===== config.mk =====
export PLATFORM = sky130hd
export DESIGN_NAME = cfg_i2c_slave
export DESIGN_NICKNAME = d
export VERILOG_FILES = /design/src/rtl/cfg_i2c_pkg.sv /design/src/rtl/i2c_line_sync.sv /design/src/rtl/cfg_regbank.sv /design/src/rtl/cfg_i2c_proto.sv /design/src/rtl/cfg_i2c_slave.sv
export SDC_FILE = /design/constraint.sdc
export NUM_CORES = 1
export LEC_CHECK = 0
export BUFFER_PORTS_ARGS = -buffer_cell sky130_fd_sc_hd__buf_2
export CAP_MARGIN = 15
export CORE_MARGIN = 5
export CORE_UTILIZATION = 59
export DETAILED_ROUTE_END_ITERATION = 10
export PLACE_DENSITY = 0.88
export REMOVE_ABC_BUFFERS = 1
export SETUP_SLACK_MARGIN = 0.5
export SYNTH_ARGS = -nofsm -noshare
export SYNTH_HDL_FRONTEND = slang
export SYNTH_SLANG_ARGS = --single-unit

===== constraint.sdc =====
create_clock -name clk -period 2.85 [get_ports clk]
set_clock_uncertainty 0.15 [all_clocks]
set_input_delay 0.285 -clock clk [delete_from_list [all_inputs] [get_ports clk]]
set_output_delay 0.285 -clock clk [all_outputs]
set_load 0.05 [all_outputs]

===== src/rtl/cfg_i2c_pkg.sv =====
package cfg_i2c_pkg;
  typedef enum logic [2:0] {
    PH_IDLE,
    PH_RX,
    PH_RX_ACK,
    PH_TX,
    PH_TX_ACK
  } phase_t;

  // Power-on value of register idx: register 0 is cleared, the enable bytes are all ones
  function automatic logic [7:0] reg_default(input int idx);
    return (idx == 0) ? 8'h00 : 8'hFF;
  endfunction
endpackage


===== src/rtl/i2c_line_sync.sv =====
module i2c_line_sync #(
  parameter int STAGES = 2
) (
  input  logic clk,
  input  logic rst_n,
  input  logic scl_i,
  input  logic sda_i,
  output logic scl_lvl,
  output logic sda_lvl,
  output logic scl_rise,
  output logic scl_fall,
  output logic start_evt,
  output logic stop_evt
);
  logic [STAGES-1:0] scl_pipe, sda_pipe;
  logic scl_q, sda_q;

  always_ff @(posedge clk or negedge rst_n) begin
    if (!rst_n) begin
      scl_pipe <= '1;
      sda_pipe <= '1;
      scl_q    <= 1'b1;
      sda_q    <= 1'b1;
    end else begin
      scl_pipe <= {scl_pipe[STAGES-2:0], scl_i};
      sda_pipe <= {sda_pipe[STAGES-2:0], sda_i};
      scl_q    <= scl_pipe[STAGES-1];
      sda_q    <= sda_pipe[STAGES-1];
    end
  end

  assign scl_lvl   = scl_pipe[STAGES-1];
  assign sda_lvl   = sda_pipe[STAGES-1];
  assign scl_rise  = scl_lvl & ~scl_q;
  assign scl_fall  = ~scl_lvl & scl_q;
  assign start_evt = scl_lvl & scl_q & sda_q & ~sda_lvl;
  assign stop_evt  = scl_lvl & scl_q & ~sda_q & sda_lvl;
endmodule


===== src/rtl/cfg_regbank.sv =====
module cfg_regbank
  import cfg_i2c_pkg::*;
#(
  parameter int NUM_REGS = 6,
  localparam int IDX_W = $clog2(NUM_REGS)
) (
  input  logic                  clk,
  input  logic                  rst_n,
  input  logic                  wr_en,
  input  logic [IDX_W-1:0]      wr_idx,
  input  logic [7:0]            wr_data,
  output logic [8*NUM_REGS-1:0] regs_flat
);
  for (genvar k = 0; k < NUM_REGS; k++) begin : g_reg
    logic [7:0] val;
    always_ff @(posedge clk or negedge rst_n) begin
      if (!rst_n)
        val <= reg_default(k);
      else if (wr_en && (wr_idx == IDX_W'(k)))
        val <= wr_data;
    end
    assign regs_flat[8*k +: 8] = val;
  end
endmodule


===== src/rtl/cfg_i2c_proto.sv =====
module cfg_i2c_proto
  import cfg_i2c_pkg::*;
#(
  parameter int         NUM_REGS    = 6,
  parameter logic [6:0] DEV_ADDR    = 7'h69,
  parameter logic [7:0] COUNT_VALUE = 8'd6,
  localparam int IDX_W = $clog2(NUM_REGS),
  localparam int CNT_W = $clog2(NUM_REGS + 3)
) (
  input  logic                  clk,
  input  logic                  rst_n,
  input  logic                  sda_lvl,
  input  logic                  scl_rise,
  input  logic                  scl_fall,
  input  logic                  start_evt,
  input  logic                  stop_evt,
  input  logic [8*NUM_REGS-1:0] regs_flat,
  output logic                  wr_en,
  output logic [IDX_W-1:0]      wr_idx,
  output logic [7:0]            wr_data,
  output logic                  sda_oe
);
  localparam logic [CNT_W-1:0] W_FIRST = CNT_W'(2);
  localparam logic [CNT_W-1:0] W_END   = CNT_W'(NUM_REGS + 2);
  localparam logic [CNT_W-1:0] R_END   = CNT_W'(NUM_REGS + 1);

  phase_t           phase;
  logic [3:0]       bitcnt;
  logic [7:0]       shreg, tx_sh;
  logic             is_addr, is_read, nack;
  logic [CNT_W-1:0] wcnt, rcnt;
  logic [CNT_W-1:0] data_pos;
  logic             byte_done;

  // Byte sent in read slot pos: count byte, then registers, then filler
  function automatic logic [7:0] pick(input logic [CNT_W-1:0] pos,
                                      input logic [8*NUM_REGS-1:0] flat);
    logic [7:0] v;
    v = (pos == '0) ? COUNT_VALUE : 8'hFF;
    for (int k = 0; k < NUM_REGS; k++)
      if (pos == CNT_W'(k + 1)) v = flat[8*k +: 8];
    return v;
  endfunction

  assign byte_done = (phase == PH_RX) && scl_fall && (bitcnt == 4'd8) && !start_evt && !stop_evt;
  assign data_pos  = wcnt - W_FIRST;
  assign wr_en     = byte_done && !is_addr && (wcnt >= W_FIRST) && (wcnt < W_END);
  assign wr_idx    = data_pos[IDX_W-1:0];
  assign wr_data   = shreg;

  always_ff @(posedge clk or negedge rst_n) begin
    if (!rst_n) begin
      phase   <= PH_IDLE;
      bitcnt  <= '0;
      shreg   <= '0;
      tx_sh   <= '0;
      is_addr <= 1'b0;
      is_read <= 1'b0;
      nack    <= 1'b0;
      wcnt    <= '0;
      rcnt    <= '0;
      sda_oe  <= 1'b0;
    end else if (start_evt) begin
      phase   <= PH_RX;
      bitcnt  <= '0;
      is_addr <= 1'b1;
      wcnt    <= '0;
      sda_oe  <= 1'b0;
    end else if (stop_evt) begin
      phase  <= PH_IDLE;
      sda_oe <= 1'b0;
    end else begin
      unique case (phase)
        PH_RX: begin
          if (scl_rise) begin
            shreg  <= {shreg[6:0], sda_lvl};
            bitcnt <= bitcnt + 4'd1;
          end else if (byte_done) begin
            if (is_addr) begin
              if (shreg[7:1] == DEV_ADDR) begin
                sda_oe  <= 1'b1;
                phase   <= PH_RX_ACK;
                is_read <= shreg[0];
                rcnt    <= '0;
              end else begin
                phase <= PH_IDLE;
              end
              is_addr <= 1'b0;
            end else begin
              sda_oe <= 1'b1;
              phase  <= PH_RX_ACK;
              if (wcnt != W_END) wcnt <= wcnt + CNT_W'(1);
            end
          end
        end
        PH_RX_ACK: begin
          if (scl_fall) begin
            bitcnt <= '0;
            if (is_read) begin
              tx_sh  <= pick(rcnt, regs_flat);
              sda_oe <= ~pick(rcnt, regs_flat)[7];
              if (rcnt != R_END) rcnt <= rcnt + CNT_W'(1);
              phase  <= PH_TX;
            end else begin
              sda_oe <= 1'b0;
              phase  <= PH_RX;
            end
          end
        end
        PH_TX: begin
          if (scl_rise) begin
            bitcnt <= bitcnt + 4'd1;
          end else if (scl_fall) begin
            if (bitcnt == 4'd8) begin
              sda_oe <= 1'b0;
              phase  <= PH_TX_ACK;
            end else begin
              tx_sh  <= {tx_sh[6:0], 1'b0};
              sda_oe <= ~tx_sh[6];
            end
          end
        end
        PH_TX_ACK: begin
          if (scl_rise) begin
            nack <= sda_lvl;
          end else if (scl_fall) begin
            bitcnt <= '0;
            if (nack) begin
              phase <= PH_IDLE;
            end else begin
              tx_sh  <= pick(rcnt, regs_flat);
              sda_oe <= ~pick(rcnt, regs_flat)[7];
              if (rcnt != R_END) rcnt <= rcnt + CNT_W'(1);
              phase  <= PH_TX;
            end
          end
        end
        default: ;
      endcase
    end
  end
endmodule


===== src/rtl/cfg_i2c_slave.sv =====
module cfg_i2c_slave #(
  parameter int         NUM_REGS    = 6,
  parameter logic [6:0] DEV_ADDR    = 7'h69,
  parameter logic [7:0] COUNT_VALUE = 8'd6,
  parameter int         SYNC_STAGES = 2
) (
  input  logic                  clk,
  input  logic                  rst_n,
  input  logic                  scl_i,
  input  logic                  sda_i,
  output logic                  sda_oe,
  output logic [8*NUM_REGS-1:0] cfg_bytes
);
  localparam int IDX_W = $clog2(NUM_REGS);

  logic             scl_lvl, sda_lvl, scl_rise, scl_fall;
  logic             start_evt, stop_evt;
  logic             wr_en;
  logic [IDX_W-1:0] wr_idx;
  logic [7:0]       wr_data;

  i2c_line_sync #(.STAGES(SYNC_STAGES)) u_sync (
    .clk(clk), .rst_n(rst_n), .scl_i(scl_i), .sda_i(sda_i),
    .scl_lvl(scl_lvl), .sda_lvl(sda_lvl), .scl_rise(scl_rise), .scl_fall(scl_fall),
    .start_evt(start_evt), .stop_evt(stop_evt)
  );

  cfg_i2c_proto #(.NUM_REGS(NUM_REGS), .DEV_ADDR(DEV_ADDR), .COUNT_VALUE(COUNT_VALUE)) u_proto (
    .clk(clk), .rst_n(rst_n), .sda_lvl(sda_lvl), .scl_rise(scl_rise), .scl_fall(scl_fall),
    .start_evt(start_evt), .stop_evt(stop_evt), .regs_flat(cfg_bytes),
    .wr_en(wr_en), .wr_idx(wr_idx), .wr_data(wr_data), .sda_oe(sda_oe)
  );

  cfg_regbank #(.NUM_REGS(NUM_REGS)) u_regs (
    .clk(clk), .rst_n(rst_n), .wr_en(wr_en), .wr_idx(wr_idx), .wr_data(wr_data),
    .regs_flat(cfg_bytes)
  );
endmodule


==> out/summary.txt <==
P_leak: 2.513 nW
Post-synthesis register bit count: 88
Core Area: 7727 um^2
Port buffer count: 52
FILL cells: 508
TNS Setup: 0 ps
Largest net degree at the start of global routing: 79
RSZ-0062 raised after global routing: true
Ys flop type: dfstp_2
Gpl congestion: 0.9647
Critical path startpoint category: register
Die extent in y: 98.94 um
Max-slew headroom: 37.24%
Worst slew pin tran: 941.4 ps
Fin crit period: 2264 ps
CTS tree: done
Outcome: completed
Root buf cell: clkbuf_8
Crit path DAT: 2410 ps
YS warnings: 0
Die Wd: 98.94 um
I/O pin cnt: 53
DR vias/cell: 6.320
VDD IR max: 0.0003418 V
Dpl ws: 325.1 ps
Wire per inst: 20.95 um
# Max-Cap Violations: 0
ANT cells: 0
Clock transition at path regs: 90 ps
Starting DRT DRC Count: 335
Synth Cell Area: 4667 um^2
Type of the worst setup path: register to register
FFs w/ async S/R, synth: 100.0%
Final worst-path cycle share: 79.44%
CTS HTree Levels: 3
Initial antenna violation count: 0
Sequential fraction of the synthesis area: 48.42%
Routed WL: 11,920 um
Final #Nets: 478
Num CTS Buffers: 9
Peak Freq: 441.7 MHz
DRT Pass-1 Iters: 5
Pwr dens: 528.0 nW/um^2
Post-synth EDFFs: 0
Vias: 3,596
Initial Util: 60.40%
Cell row count: 32
Post-route ant nets: 0
Critical Path End Type: register
HP Class: register to register
CP cell instances: inv_1 -> ha_1 -> and3b_2 -> nand4_4 -> nor3b_4 -> buf_4 -> nand2_4 -> mux2_4
Maximum fanout along the worst path: 8
Worst-case clock buffer depth: 2
HPWL Detailed: 7855 um
Die Area: 9789 um^2
Crit-path slowest cell: dfrtp_1
Clk_lat worst skew: 370 ps
Crit-path max cell delay: 420 ps
Share of cells above drive strength 1: 46.04%
GRT Overall Usage: 25.02%
Post-Syn Instances: 398
Synth Area per Inst: 11.73 um^2
Final hold viol count: 0
Clk sinks: 88
DR DRC count: 0
Number of global-route vias before repair: 3,638
Final setup vio count: 0
Grt total ovfl: 0
Unique masters post-synth: 59
Syn-to-layout area delta: 15.58%
First-pass GRT wire length: 19,190 um
Final Slew Violations: 0
Final setup margin: 586.1 ps
Req. time, crit path: 3000 ps
[kinds of logic (layout without fill, tap and decap cells)]
| family | Yosys count | in the layout | share of synthesized area, % |
|---|---|---|---|
| compound gates | 84 | 84 | 12.57 |
| fa+ha+maj | 12 | 12 | 3.217 |
| simple gates | 121 | 121 | 15.63 |
| mux | 60 | 60 | 16.35 |
| xor+xnor | 5 | 5 | 0.9385 |
| flops | 88 | 88 | 48.42 |
| buf+inv | 28 | 97 | 2.868 |
[sequential cells by signal, summed over array words and instances (netlist names)]
register,count
u_sync.scl_q,1
u_sync.scl_pipe,2
u_proto.wr_data,8
u_regs.g.val,48
u_proto.tx_sh,7
u_proto.sda_oe,1
u_proto.nack,1
u_sync.sda_pipe,2
u_proto.is_read,1
u_proto.phase,3
u_sync.sda_q,1
u_proto.wcnt,4
u_proto.rcnt,4
u_proto.bitcnt,4
u_proto.is_addr,1
[cell type report]
type	instances	area, um^2	share of cell area, %
tap	102	127.6	2.366
clock inverter	6	115.1	2.134
clock buffer	10	127.6	2.366
multi-input combinational	282	2293	42.52
timing repair buffer	68	415.4	7.701
inverter	13	52.55	0.9743
sequential	88	2262	41.94
[metrics by stage]
| stage | hold slack [ps] | cell area [um^2] | std cells | total power, mW | utilization [%] |
|---|---|---|---|---|---|
| finish | 208.8 | 5394 | 569 | 2.848 | 69.80 |
| global route | 213.9 | 5394 | 569 | 2.958 | 69.80 |
| CTS | 209.0 | 5360 | 568 | 2.833 | 69.37 |
| detailed placement | 196.8 | 5025 | 544 | 1.790 | 65.03 |
| global placement | 195.8 | 5025 | 544 | 1.761 | 65.03 |
| floorplan | -160.6 | 4582 | 383 | 1.641 | - |
[cells in the mapped netlist, drive strengths merged (4+ instances only)]
library cell | count | area share, %
a211oi | 9 | 1.4
a21o | 4 | 0.64
a21oi | 12 | 1.5
and2 | 4 | 0.54
buf | 6 | 1.1
clkbuf | 9 | 0.72
dfrtp | 42 | 23
dfstp | 46 | 26
ha | 12 | 3.2
inv | 12 | 0.97
mux2 | 58 | 16
nand2 | 39 | 3.6
nand2b | 5 | 0.67
nand3 | 9 | 0.97
nor2 | 20 | 1.7
nor2b | 5 | 0.67
nor3 | 11 | 1.3
nor3b | 4 | 1.4
nor4 | 4 | 0.67
o211ai | 5 | 0.80
o21ai | 19 | 2.0
o22ai | 12 | 1.6
o31ai | 6 | 1.3
[worst paths after layout]
kind                       depth (start not counted)                     startpoint                            endpoint  slack, ps
max in group asynchronous                          3                          rst_n  u_regs.g_reg[2].val[5]$_DFFE_PN1P_       1360
hold / removal                                     0   u_sync.scl_pipe[0]$_DFF_PN1_        u_sync.scl_pipe[1]$_DFF_PN1_        210
hold reg to reg                                    0   u_sync.scl_pipe[0]$_DFF_PN1_        u_sync.scl_pipe[1]$_DFF_PN1_        210
min in group asynchronous                          2                          rst_n      u_proto.wr_data[6]$_DFFE_PN0P_        440
setup reg to reg                                   8  u_proto.bitcnt[0]$_DFFE_PN0P_  u_regs.g_reg[2].val[7]$_DFFE_PN1P_        590
setup / recovery                                   8  u_proto.bitcnt[0]$_DFFE_PN0P_  u_regs.g_reg[2].val[7]$_DFFE_PN1P_        590
[worst max-delay path: cells and delay by family, from the launching register on]
| family | cells | cell delay (ps) |
|---|---|---|
| adders and majority gates | 1 | 170 |
| buffers and inverters | 2 | 230 |
| DFF | 1 | 420 |
| muxes | 1 | 350 |
| and+or+nand+nor | 4 | 870 |
[metal layers]
layer / part of all wire (%) / global-route usage [%] / vias to the layer above / wire length (um)
li1: - / - / 1583 / -
met1: 42 / 34.65 / 1773 / 5065
met2: 47 / 38.89 / 200 / 5596
met3: 7.6 / 4.459 / 40 / 910
met4: 2.9 / 10.40 / 0 / 347
met5: 0 / 0 / - / 0
[timing repair]
action / CTS / global route
buffers inserted: 5 / 1
hold buffers: 3 / 0
gates resized for setup: 0 / 9
endpoints found under the hold margin: 44 / 0
gates cloned: 0 / 0
pin swaps: 3 / 1
endpoints found under the setup margin: 35 / 47
[report_power, final]
| part | switching [mW] | total, mW | internal (mW) | leakage [nW] |
|---|---|---|---|---|
| Sequential | 0.159 | 1.49 | 1.33 | 1.04 |
| Clock | 0.467 | 1.06 | 0.589 | 0.117 |
| Combinational | 0.159 | 0.301 | 0.142 | 1.36 |
[placed cells by master (no fill, tap or decap), drive strengths merged, types with 3 or more instances in the layout]
cell type and n:
buf 65, mux2 58, dfstp 46, dfrtp 42
nand2 39, nor2 20, o21ai 19, inv 14
o22ai 12, a21oi 12, ha 12, nor3 11
clkbuf 10, nand3 9, a211oi 9, o31ai 6
nand2b 5, nor2b 5, o211ai 5, a21o 4
and2 4, nor3b 4, nor4 4, nand3b 3
xnor2 3, and3 3, o311ai 3, bufinv 3
dlygate4sd3 3, or3b 3, nor4b 3
Note: power is estimated with default switching activity, not from simulation.
